### config.mk
export PLATFORM = sky130hd
export DESIGN_NAME = atten_prog_master
export DESIGN_NICKNAME = d
export VERILOG_FILES = /design/src/rtl/atten_prog_pkg.sv /design/src/rtl/atten_phase_timer.sv /design/src/rtl/atten_shift_reg.sv /design/src/rtl/atten_seq_fsm.sv /design/src/rtl/atten_prog_master.sv
export SDC_FILE = /design/constraint.sdc
export NUM_CORES = 1
export LEC_CHECK = 0
export BUFFER_PORTS_ARGS = -buffer_cell sky130_fd_sc_hd__clkbuf_2
export CORE_MARGIN = 2
export CORE_UTILIZATION = 52
export DETAILED_ROUTE_END_ITERATION = 10
export PLACE_DENSITY = 0.71
export SETUP_SLACK_MARGIN = 0.2
export SYNTH_ARGS = -nofsm -noshare
export SYNTH_HDL_FRONTEND = slang
export SYNTH_SLANG_ARGS = --single-unit
export TNS_END_PERCENT = 30
### constraint.sdc
create_clock -name clk -period 2.29 [get_ports clk]
set_clock_uncertainty 0.1 [all_clocks]
set_input_delay 0.3435 -clock clk [delete_from_list [all_inputs] [get_ports clk]]
set_output_delay 0.3435 -clock clk [all_outputs]
set_load 0.02 [all_outputs]
### src/rtl/atten_prog_pkg.sv
package atten_prog_pkg;

  typedef enum logic [3:0] {
    ST_IDLE,
    ST_SLO,    // serial clock low, data presented
    ST_SHI,    // serial clock high
    ST_SHLD,   // serial clock low, data held after fall
    ST_LESU,   // wait before latch enable rise (serial)
    ST_SLE,    // latch enable high (serial)
    ST_PSU,    // parallel lines settle before latch enable
    ST_PLE,    // latch enable high (parallel)
    ST_PHLD,   // parallel lines held after latch enable
    ST_GAP     // guard interval between updates
  } seq_state_e;

  // Minimum time in ns to system clock cycles, rounded up, never below one.
  function automatic int ns_to_cyc(input int ns, input int clk_ps);
    int c;
    c = (ns * 1000 + clk_ps - 1) / clk_ps;
    if (c < 1) c = 1;
    return c;
  endfunction

  function automatic int at_least(input int a, input int b);
    return (a > b) ? a : b;
  endfunction

  // Low phase before a rise: covers the low-time minimum (part of it is
  // already spent in the hold state), the data setup and the clock period.
  function automatic int low_phase(input int lo, input int su, input int per,
                                   input int hi, input int hld);
    return at_least(at_least(lo - hld, su), at_least(per - hi - hld, 1));
  endfunction

  function automatic int width_for(input int maxval);
    return (maxval < 2) ? 1 : $clog2(maxval + 1);
  endfunction

endpackage

### src/rtl/atten_phase_timer.sv
module atten_phase_timer #(
  parameter int TW = 8
) (
  input  logic          clk,
  input  logic          rst_n,
  input  logic          load,
  input  logic [TW-1:0] load_val,
  output logic          expired
);
  logic [TW-1:0] cnt_q;

  always_ff @(posedge clk or negedge rst_n) begin
    if (!rst_n) begin
      cnt_q <= '0;
    end else if (load) begin
      cnt_q <= load_val;
    end else if (cnt_q != '0) begin
      cnt_q <= cnt_q - 1'b1;
    end
  end

  assign expired = (cnt_q == '0);
endmodule

### src/rtl/atten_shift_reg.sv
module atten_shift_reg #(
  parameter int W = 6
) (
  input  logic         clk,
  input  logic         rst_n,
  input  logic         load,
  input  logic [W-1:0] code,
  input  logic         shift,
  input  logic         clear,
  output logic         msb,
  output logic         last
);
  localparam int IW = (W < 2) ? 1 : $clog2(W);

  logic [W-1:0]  sreg_q;
  logic [IW-1:0] idx_q;

  always_ff @(posedge clk or negedge rst_n) begin
    if (!rst_n) begin
      sreg_q <= '0;
      idx_q  <= '0;
    end else if (load) begin
      sreg_q <= code;
      idx_q  <= '0;
    end else if (clear) begin
      sreg_q <= '0;
      idx_q  <= '0;
    end else if (shift) begin
      sreg_q <= {sreg_q[W-2:0], 1'b0};
      idx_q  <= idx_q + 1'b1;
    end
  end

  assign msb  = sreg_q[W-1];
  assign last = (idx_q == IW'(W - 1));
endmodule

### src/rtl/atten_seq_fsm.sv
module atten_seq_fsm
  import atten_prog_pkg::*;
#(
  parameter int CODE_W   = 6,
  parameter int TW       = 8,
  parameter int L_LO     = 1,
  parameter int L_HI     = 1,
  parameter int L_HLD    = 1,
  parameter int L_LESU   = 1,
  parameter int L_LEPW_S = 1,
  parameter int L_PSU    = 1,
  parameter int L_LEPW_P = 1,
  parameter int L_PHLD   = 1,
  parameter int L_GAP    = 1
) (
  input  logic              clk,
  input  logic              rst_n,
  input  logic              req_valid,
  input  logic              req_mode,
  input  logic [CODE_W-1:0] req_code,
  input  logic              tmr_exp,
  input  logic              sh_last,
  output logic              tmr_load,
  output logic [TW-1:0]     tmr_val,
  output logic              sh_load,
  output logic              sh_shift,
  output logic              sh_clear,
  output logic              ser_clk,
  output logic              latch_en,
  output logic [CODE_W-1:0] par_code,
  output logic              done,
  output logic              busy,
  output logic              ready,
  output logic              ev_accept
);
  seq_state_e state_q, state_n;
  logic clk_n, le_n, done_n, par_ld;

  assign ready     = (state_q == ST_IDLE);
  assign busy      = !ready;
  assign ev_accept = ready && req_valid;

  always_comb begin
    state_n  = state_q;
    clk_n    = ser_clk;
    le_n     = latch_en;
    done_n   = 1'b0;
    par_ld   = 1'b0;
    tmr_load = 1'b0;
    tmr_val  = '0;
    sh_load  = 1'b0;
    sh_shift = 1'b0;
    sh_clear = 1'b0;
    unique case (state_q)
      ST_IDLE: if (req_valid) begin
        tmr_load = 1'b1;
        if (!req_mode) begin
          state_n = ST_SLO;
          tmr_val = TW'(L_LO - 1);
          sh_load = 1'b1;
        end else begin
          state_n = ST_PSU;
          tmr_val = TW'(L_PSU - 1);
          par_ld  = 1'b1;
        end
      end
      ST_SLO: if (tmr_exp) begin
        state_n = ST_SHI; clk_n = 1'b1;
        tmr_load = 1'b1; tmr_val = TW'(L_HI - 1);
      end
      ST_SHI: if (tmr_exp) begin
        state_n = ST_SHLD; clk_n = 1'b0;
        tmr_load = 1'b1; tmr_val = TW'(L_HLD - 1);
      end
      ST_SHLD: if (tmr_exp) begin
        tmr_load = 1'b1;
        if (sh_last) begin
          state_n  = ST_LESU; sh_clear = 1'b1;
          tmr_val  = TW'(L_LESU - 1);
        end else begin
          state_n  = ST_SLO; sh_shift = 1'b1;
          tmr_val  = TW'(L_LO - 1);
        end
      end
      ST_LESU: if (tmr_exp) begin
        state_n = ST_SLE; le_n = 1'b1;
        tmr_load = 1'b1; tmr_val = TW'(L_LEPW_S - 1);
      end
      ST_SLE: if (tmr_exp) begin
        state_n = ST_GAP; le_n = 1'b0; done_n = 1'b1;
        tmr_load = 1'b1; tmr_val = TW'(L_GAP - 1);
      end
      ST_PSU: if (tmr_exp) begin
        state_n = ST_PLE; le_n = 1'b1;
        tmr_load = 1'b1; tmr_val = TW'(L_LEPW_P - 1);
      end
      ST_PLE: if (tmr_exp) begin
        state_n = ST_PHLD; le_n = 1'b0;
        tmr_load = 1'b1; tmr_val = TW'(L_PHLD - 1);
      end
      ST_PHLD: if (tmr_exp) begin
        state_n = ST_GAP; done_n = 1'b1;
        tmr_load = 1'b1; tmr_val = TW'(L_GAP - 1);
      end
      ST_GAP: if (tmr_exp) state_n = ST_IDLE;
      default: state_n = ST_IDLE;
    endcase
  end

  always_ff @(posedge clk or negedge rst_n) begin
    if (!rst_n) begin
      state_q  <= ST_IDLE;
      ser_clk  <= 1'b0;
      latch_en <= 1'b0;
      done     <= 1'b0;
      par_code <= '0;
    end else begin
      state_q  <= state_n;
      ser_clk  <= clk_n;
      latch_en <= le_n;
      done     <= done_n;
      if (par_ld) par_code <= req_code;
    end
  end
endmodule

### src/rtl/atten_prog_master.sv
module atten_prog_master
  import atten_prog_pkg::*;
#(
  parameter int CODE_W       = 6,
  parameter int CLK_PS       = 4000,
  parameter int CLK_HI_NS    = 30,
  parameter int CLK_LO_NS    = 30,
  parameter int CLK_PER_NS   = 100,
  parameter int DAT_SU_NS    = 10,
  parameter int DAT_HLD_NS   = 10,
  parameter int LE_SU_NS     = 10,
  parameter int LE_PW_SER_NS = 30,
  parameter int PAR_SU_NS    = 10,
  parameter int PAR_HLD_NS   = 10,
  parameter int LE_PW_PAR_NS = 10,
  parameter int UPDATE_NS    = 40000
) (
  input  logic              clk,
  input  logic              rst_n,
  input  logic              req_valid,
  output logic              req_ready,
  input  logic              req_mode,
  input  logic [CODE_W-1:0] req_code,
  output logic              busy,
  output logic              done,
  output logic              ser_data,
  output logic              ser_clk,
  output logic              latch_en,
  output logic [CODE_W-1:0] par_code
);
  localparam int L_HI     = ns_to_cyc(CLK_HI_NS, CLK_PS);
  localparam int L_HLD    = ns_to_cyc(DAT_HLD_NS, CLK_PS);
  localparam int L_LO     = low_phase(ns_to_cyc(CLK_LO_NS, CLK_PS),
                                      ns_to_cyc(DAT_SU_NS, CLK_PS),
                                      ns_to_cyc(CLK_PER_NS, CLK_PS),
                                      L_HI, L_HLD);
  localparam int L_LESU   = at_least(ns_to_cyc(LE_SU_NS, CLK_PS) - L_HLD, 1);
  localparam int L_LEPW_S = ns_to_cyc(LE_PW_SER_NS, CLK_PS);
  localparam int L_PSU    = ns_to_cyc(PAR_SU_NS, CLK_PS);
  localparam int L_LEPW_P = ns_to_cyc(LE_PW_PAR_NS, CLK_PS);
  localparam int L_PHLD   = ns_to_cyc(PAR_HLD_NS, CLK_PS);
  localparam int L_GAP    = ns_to_cyc(UPDATE_NS, CLK_PS);
  localparam int L_MAX    = at_least(at_least(at_least(L_LO, L_HI), L_GAP),
                                     at_least(L_LEPW_S, L_LESU));
  localparam int TW       = width_for(at_least(L_MAX,
                              at_least(L_PSU, at_least(L_LEPW_P, L_PHLD))));

  logic          tmr_load, tmr_exp;
  logic [TW-1:0] tmr_val;
  logic          sh_load, sh_shift, sh_clear, sh_last;
  logic          ev_accept;
  logic [15:0]   cfg_hi_min;

  assign cfg_hi_min = 16'(L_HI);

  atten_phase_timer #(.TW(TW)) u_timer (
    .clk(clk), .rst_n(rst_n), .load(tmr_load), .load_val(tmr_val),
    .expired(tmr_exp)
  );

  atten_shift_reg #(.W(CODE_W)) u_shift (
    .clk(clk), .rst_n(rst_n), .load(sh_load), .code(req_code),
    .shift(sh_shift), .clear(sh_clear), .msb(ser_data), .last(sh_last)
  );

  atten_seq_fsm #(
    .CODE_W(CODE_W), .TW(TW), .L_LO(L_LO), .L_HI(L_HI), .L_HLD(L_HLD),
    .L_LESU(L_LESU), .L_LEPW_S(L_LEPW_S), .L_PSU(L_PSU),
    .L_LEPW_P(L_LEPW_P), .L_PHLD(L_PHLD), .L_GAP(L_GAP)
  ) u_fsm (
    .clk(clk), .rst_n(rst_n), .req_valid(req_valid), .req_mode(req_mode),
    .req_code(req_code), .tmr_exp(tmr_exp), .sh_last(sh_last),
    .tmr_load(tmr_load), .tmr_val(tmr_val), .sh_load(sh_load),
    .sh_shift(sh_shift), .sh_clear(sh_clear), .ser_clk(ser_clk),
    .latch_en(latch_en), .par_code(par_code), .done(done), .busy(busy),
    .ready(req_ready), .ev_accept(ev_accept)
  );
endmodule

==> qor.tcl <==
set qor(maxCapViolCount) 0
set qor(layout_min_cycle_time_ns) 2.04
set qor(report.final.slew_viol_count) 0
set qor(tritoncts.num_buffers) 5
set qor(timing.reg2reg.worst_path_depth) 4
set qor(worst_hold_startpoint) {req_code[5]}
set qor(antennaDiodeCount) 0
set qor(outcome) {completed}
set qor(drtPass1Iterations) 4
set qor(synth_seq_area_share_pct) 43.5
set qor(p_seq_share_pct) 51.2
set qor(drive_above_1_share_pct) 29.2
set qor(cells_along_the_critical_path) {or4_4, or4b_4, nand4_1, o21bai_1}
set qor(final.setup.tns_ns) 0
set qor(r2r-start) {u_timer.cnt_q[4]}
set qor(hold_path_class) {input port to flop}
set qor(clock_tree_from_tritoncts) {yes}
set qor(r2r_end) {u_timer.cnt_q[2]}
set qor(worstPathArrival_ns) 2.17
set qor(fin_nets) 262
set qor(clock.fmax_ghz) 0.489
set qor(hold_path_end) {u_shift.sreg_q[5]}
set qor(grt_util_all_layers_pct) 22.1
set qor(syn_inst) 214
set qor(cpPeakStageDelay_ns) 0.59
set qor(irDropWorstVdd_mv) 0.315
set qor(timing.critical_path.from_type) {flop}
set qor(worst_tran_pin_value_ns) 0.514
set qor(rrSetupSlack_ns) 0.25
set qor(floorplan.die.height_microns) 67.1
set qor(report.final.hold_viol_count) 0
set qor(synth-async-reset-ratio_pct) 100
set qor(dominantRegCellSynth) {sky130_fd_sc_hd__dfrtp_1}
set qor(place.gp.congestion) 0.854
set qor(finalSetupViolations) 0
set qor(yosys_warnings) 0
set qor(crit_slowest_cell) {sky130_fd_sc_hd__or4_4}
set qor(yosys_register_bits) 36
set qor(worst_ep_required_time_ns) 2.41
set qor(vias_in_the_first_global_route) 1595
set qor(detail_route.vias_per_cell) 5.74
set qor(critical_path_fanouts_max) 6
set qor(mappedNetlistNets) 227
set qor(floorplan.rows) 22
set qor(max-slew-margin-rel_pct) 65.7
set qor(end_kind) {flop}
set qor(antenna_violating_nets_left) 0
set qor(critPathKind) {flop to flop}
set qor(gr-total-overflow) 0
set qor(cts.htree.levels) 2
set qor(unrepaired_setup_endpoints_after_global_routing) {true}
set qor(postSynthAreaPerCell_sq_um) 9.68
set qor(netSwitchingFraction_pct) 21.9
set qor(power.clock.fraction_pct) 45.4
set qor(finalWirelength_mm) 4.41
set qor(power_switching_w) 0.000273
set qor(routed-via-count) 1711
set qor(clock_sinks) 36
set qor(dp.final_hpwl_mm) 3.19
set qor(hold_depth) 3
set qor(finalPower_w) 0.00125
set qor(relative_contribution_of_combinational_cells_to_total_power_pct) 3.4
set qor(port-buffer-count) 21
set qor(intPower_w) 0.000973
set qor(post_drt_wl_per_cell_microns) 14.8
set qor(grt_pass1_wl_mm) 7.42
set qor(layout_worst_path_cycle_share_pct) 89.2
set qor(clk_pin_slew_ns) 0.08
set qor(drc) 0
set qor(cellLeakagePower_nw) 1.04
set qor(die_width_microns) 67.1
set qor(grt_start_max_net_pins) 21
set qor(power_density_nw_per_um2) 504
set qor(io_pins) 22
set qor(initialDrtViolationCount) 173
set qor(post_place_worst_slack_ns) 0.173
set qor(synth_area_sq_um) 2070
set qor(synth.lib_cells_used.distinct) 50
set qor(synth-edff-count) 0
set qor(ctsLongestPathBuffers) 2
set qor(post-route-worst-setup-slack_ns) 0.247
set qor(initial_utilization_pct) 55.3
set qor(core_sq_um) 3740
set qor(grt_antenna_before_repair) 0
set qor(root_buffer) {sky130_fd_sc_hd__clkbuf_8}
set qor(clkLatencyLatePin_ns) 0.29
set qor(flow.area_growth_from_synthesis_pct) 19.4
set qor(num-fill-cells) 315
set qor(floorplan.die_area_sq_um) 4510
-- state kept, by name, indices dropped and copies added (netlist names) --
signal / flops
u_timer.cnt_q: 14
u_fsm.par_code: 6
u_shift.sreg_q: 6
u_fsm.state_q: 4
u_shift.idx_q: 3
u_fsm.done: 1
u_fsm.latch_en: 1
u_fsm.ser_clk: 1
-- Yosys cell counts, types with 2 or more instances --
cell                       number  share of area [%]
sky130_fd_sc_hd__dfrtp_1       36                 43
sky130_fd_sc_hd__nor2_1        19                3.4
sky130_fd_sc_hd__o21ai_0       18                4.3
sky130_fd_sc_hd__nand2_1       17                3.1
sky130_fd_sc_hd__a21oi_1       12                2.9
sky130_fd_sc_hd__xnor2_1        9                3.8
sky130_fd_sc_hd__inv_1          8                1.4
sky130_fd_sc_hd__clkbuf_1       7                1.3
sky130_fd_sc_hd__mux2i_1        7                3.4
sky130_fd_sc_hd__nand3_1        7                1.7
sky130_fd_sc_hd__mux2_2         6                3.3
sky130_fd_sc_hd__nor3_1         6                1.4
sky130_fd_sc_hd__and2_1         5                1.5
sky130_fd_sc_hd__o21ai_1        5                1.2
sky130_fd_sc_hd__nor4_4         4                4.1
sky130_fd_sc_hd__ha_1           3                1.8
sky130_fd_sc_hd__a21o_1         2               0.72
sky130_fd_sc_hd__buf_2          2               0.48
sky130_fd_sc_hd__nand4_1        2               0.60
sky130_fd_sc_hd__nor2b_1        2               0.60
sky130_fd_sc_hd__nor4_1         2               0.60
sky130_fd_sc_hd__o21ai_2        2               0.85
sky130_fd_sc_hd__o21bai_1       2               0.72
sky130_fd_sc_hd__o31ai_1        2               0.72
sky130_fd_sc_hd__or4_1          2               0.72
sky130_fd_sc_hd__or4_2          2               0.85
sky130_fd_sc_hd__xor2_1         2               0.85
-- how the worst max path moves through the flow --
stage	start	to	slack, ns	cells after the start
2_1_floorplan	u_timer.cnt_q[0]	u_shift.sreg_q[1]	0.20	7
3_3_place_gp	u_timer.cnt_q[0]	u_shift.sreg_q[3]	0.26	8
4_1_cts	u_timer.cnt_q[0]	u_shift.sreg_q[1]	0.20	8
5_1_grt	u_timer.cnt_q[0]	u_shift.sreg_q[3]	0.16	8
3_5_place_dp	u_timer.cnt_q[4]	u_timer.cnt_q[2]	0.17	4
6_report	u_timer.cnt_q[4]	u_timer.cnt_q[2]	0.25	4
-- cell type report --
class	instances	area (sq um)	area share [%]
repair buffers	37	231	9.35
well taps	48	60.1	2.43
inverters	8	30.0	1.21
clock buffers	5	68.8	2.78
clock inverters	3	42.5	1.72
flip-flops and latches	36	901	36.4
multi-input cells	161	1140	46.1
-- cells by family after synthesis --
| group | share of synthesized area (%) |
|---|---|
| AO/OA/AOI/OAI | 15.4 |
| XOR/XNOR | 4.65 |
| adder cells (fa/ha/maj) | 1.81 |
| buffers and inverters | 3.20 |
| flip-flops | 43.5 |
| multiplexers | 6.64 |
| AND/OR/NAND/NOR | 24.8 |
-- power by group through the flow --
stage	combinational, W	sequential (W)	clock, W
finish	0.0000427	0.000638	0.000566
global route	0.0000489	0.000638	0.000606
CTS	0.0000433	0.000638	0.000570
detailed placement	0.0000419	0.000651	0
global placement	0.0000422	0.000651	0
floorplan	0.0000137	0.000649	0
-- critical path: cells and delay by family, from the launching register on --
family             cells  cell delay, ns
and+or+nand+nor        3            1.30
DFF                    1            0.46
AOI/OAI and AO/OA      1            0.12
-- stage by stage --
| stage | hold slack (ns) | area (sq um) | utilization [%] | instances |
|---|---|---|---|---|
| after floorplan | -0.0521 | 2080 | - | 214 |
| after global placement | 0.245 | 2280 | 61.0 | 284 |
| after detailed placement | 0.243 | 2280 | 61.0 | 284 |
| after CTS | 0.161 | 2410 | 64.4 | 293 |
| after global routing | 0.168 | 2470 | 66.1 | 298 |
| final | 0.164 | 2470 | 66.1 | 298 |
-- per-layer routing --
layer | GRT usage (%) | share of wire [%]
met1 | 28.5 | 47
met2 | 33.8 | 46
met3 | 6.76 | 4.5
met4 | 10.2 | 2.3
met5 | 0 | 0
-- placed cells by master, fill, tap and decap left out, types with 3 or more instances in the layout --
cell / count
sky130_fd_sc_hd__dfrtp_1: 36
sky130_fd_sc_hd__nand2_1: 17
sky130_fd_sc_hd__mux2_2: 6
sky130_fd_sc_hd__mux2i_1: 6
sky130_fd_sc_hd__o21ai_1: 4
sky130_fd_sc_hd__clkbuf_8: 5
sky130_fd_sc_hd__nand3_1: 7
sky130_fd_sc_hd__and2_1: 5
sky130_fd_sc_hd__nor2_1: 19
sky130_fd_sc_hd__buf_4: 14
sky130_fd_sc_hd__inv_1: 7
sky130_fd_sc_hd__a21oi_1: 12
sky130_fd_sc_hd__nor4_4: 4
sky130_fd_sc_hd__clkbuf_2: 21
sky130_fd_sc_hd__o21ai_2: 3
sky130_fd_sc_hd__o21ai_0: 18
sky130_fd_sc_hd__nor3_1: 6
sky130_fd_sc_hd__xnor2_1: 9
-- timing repair --
item                                    4_1_cts  5_1_grt
endpoints found under the setup margin        1       20
gates resized for setup                       1        7
endpoints found under the hold margin        18        0
pin swaps                                     1        3
setup buffers                                 0        5
hold buffers                                  1        0
Power figures use the tool's default switching activity.
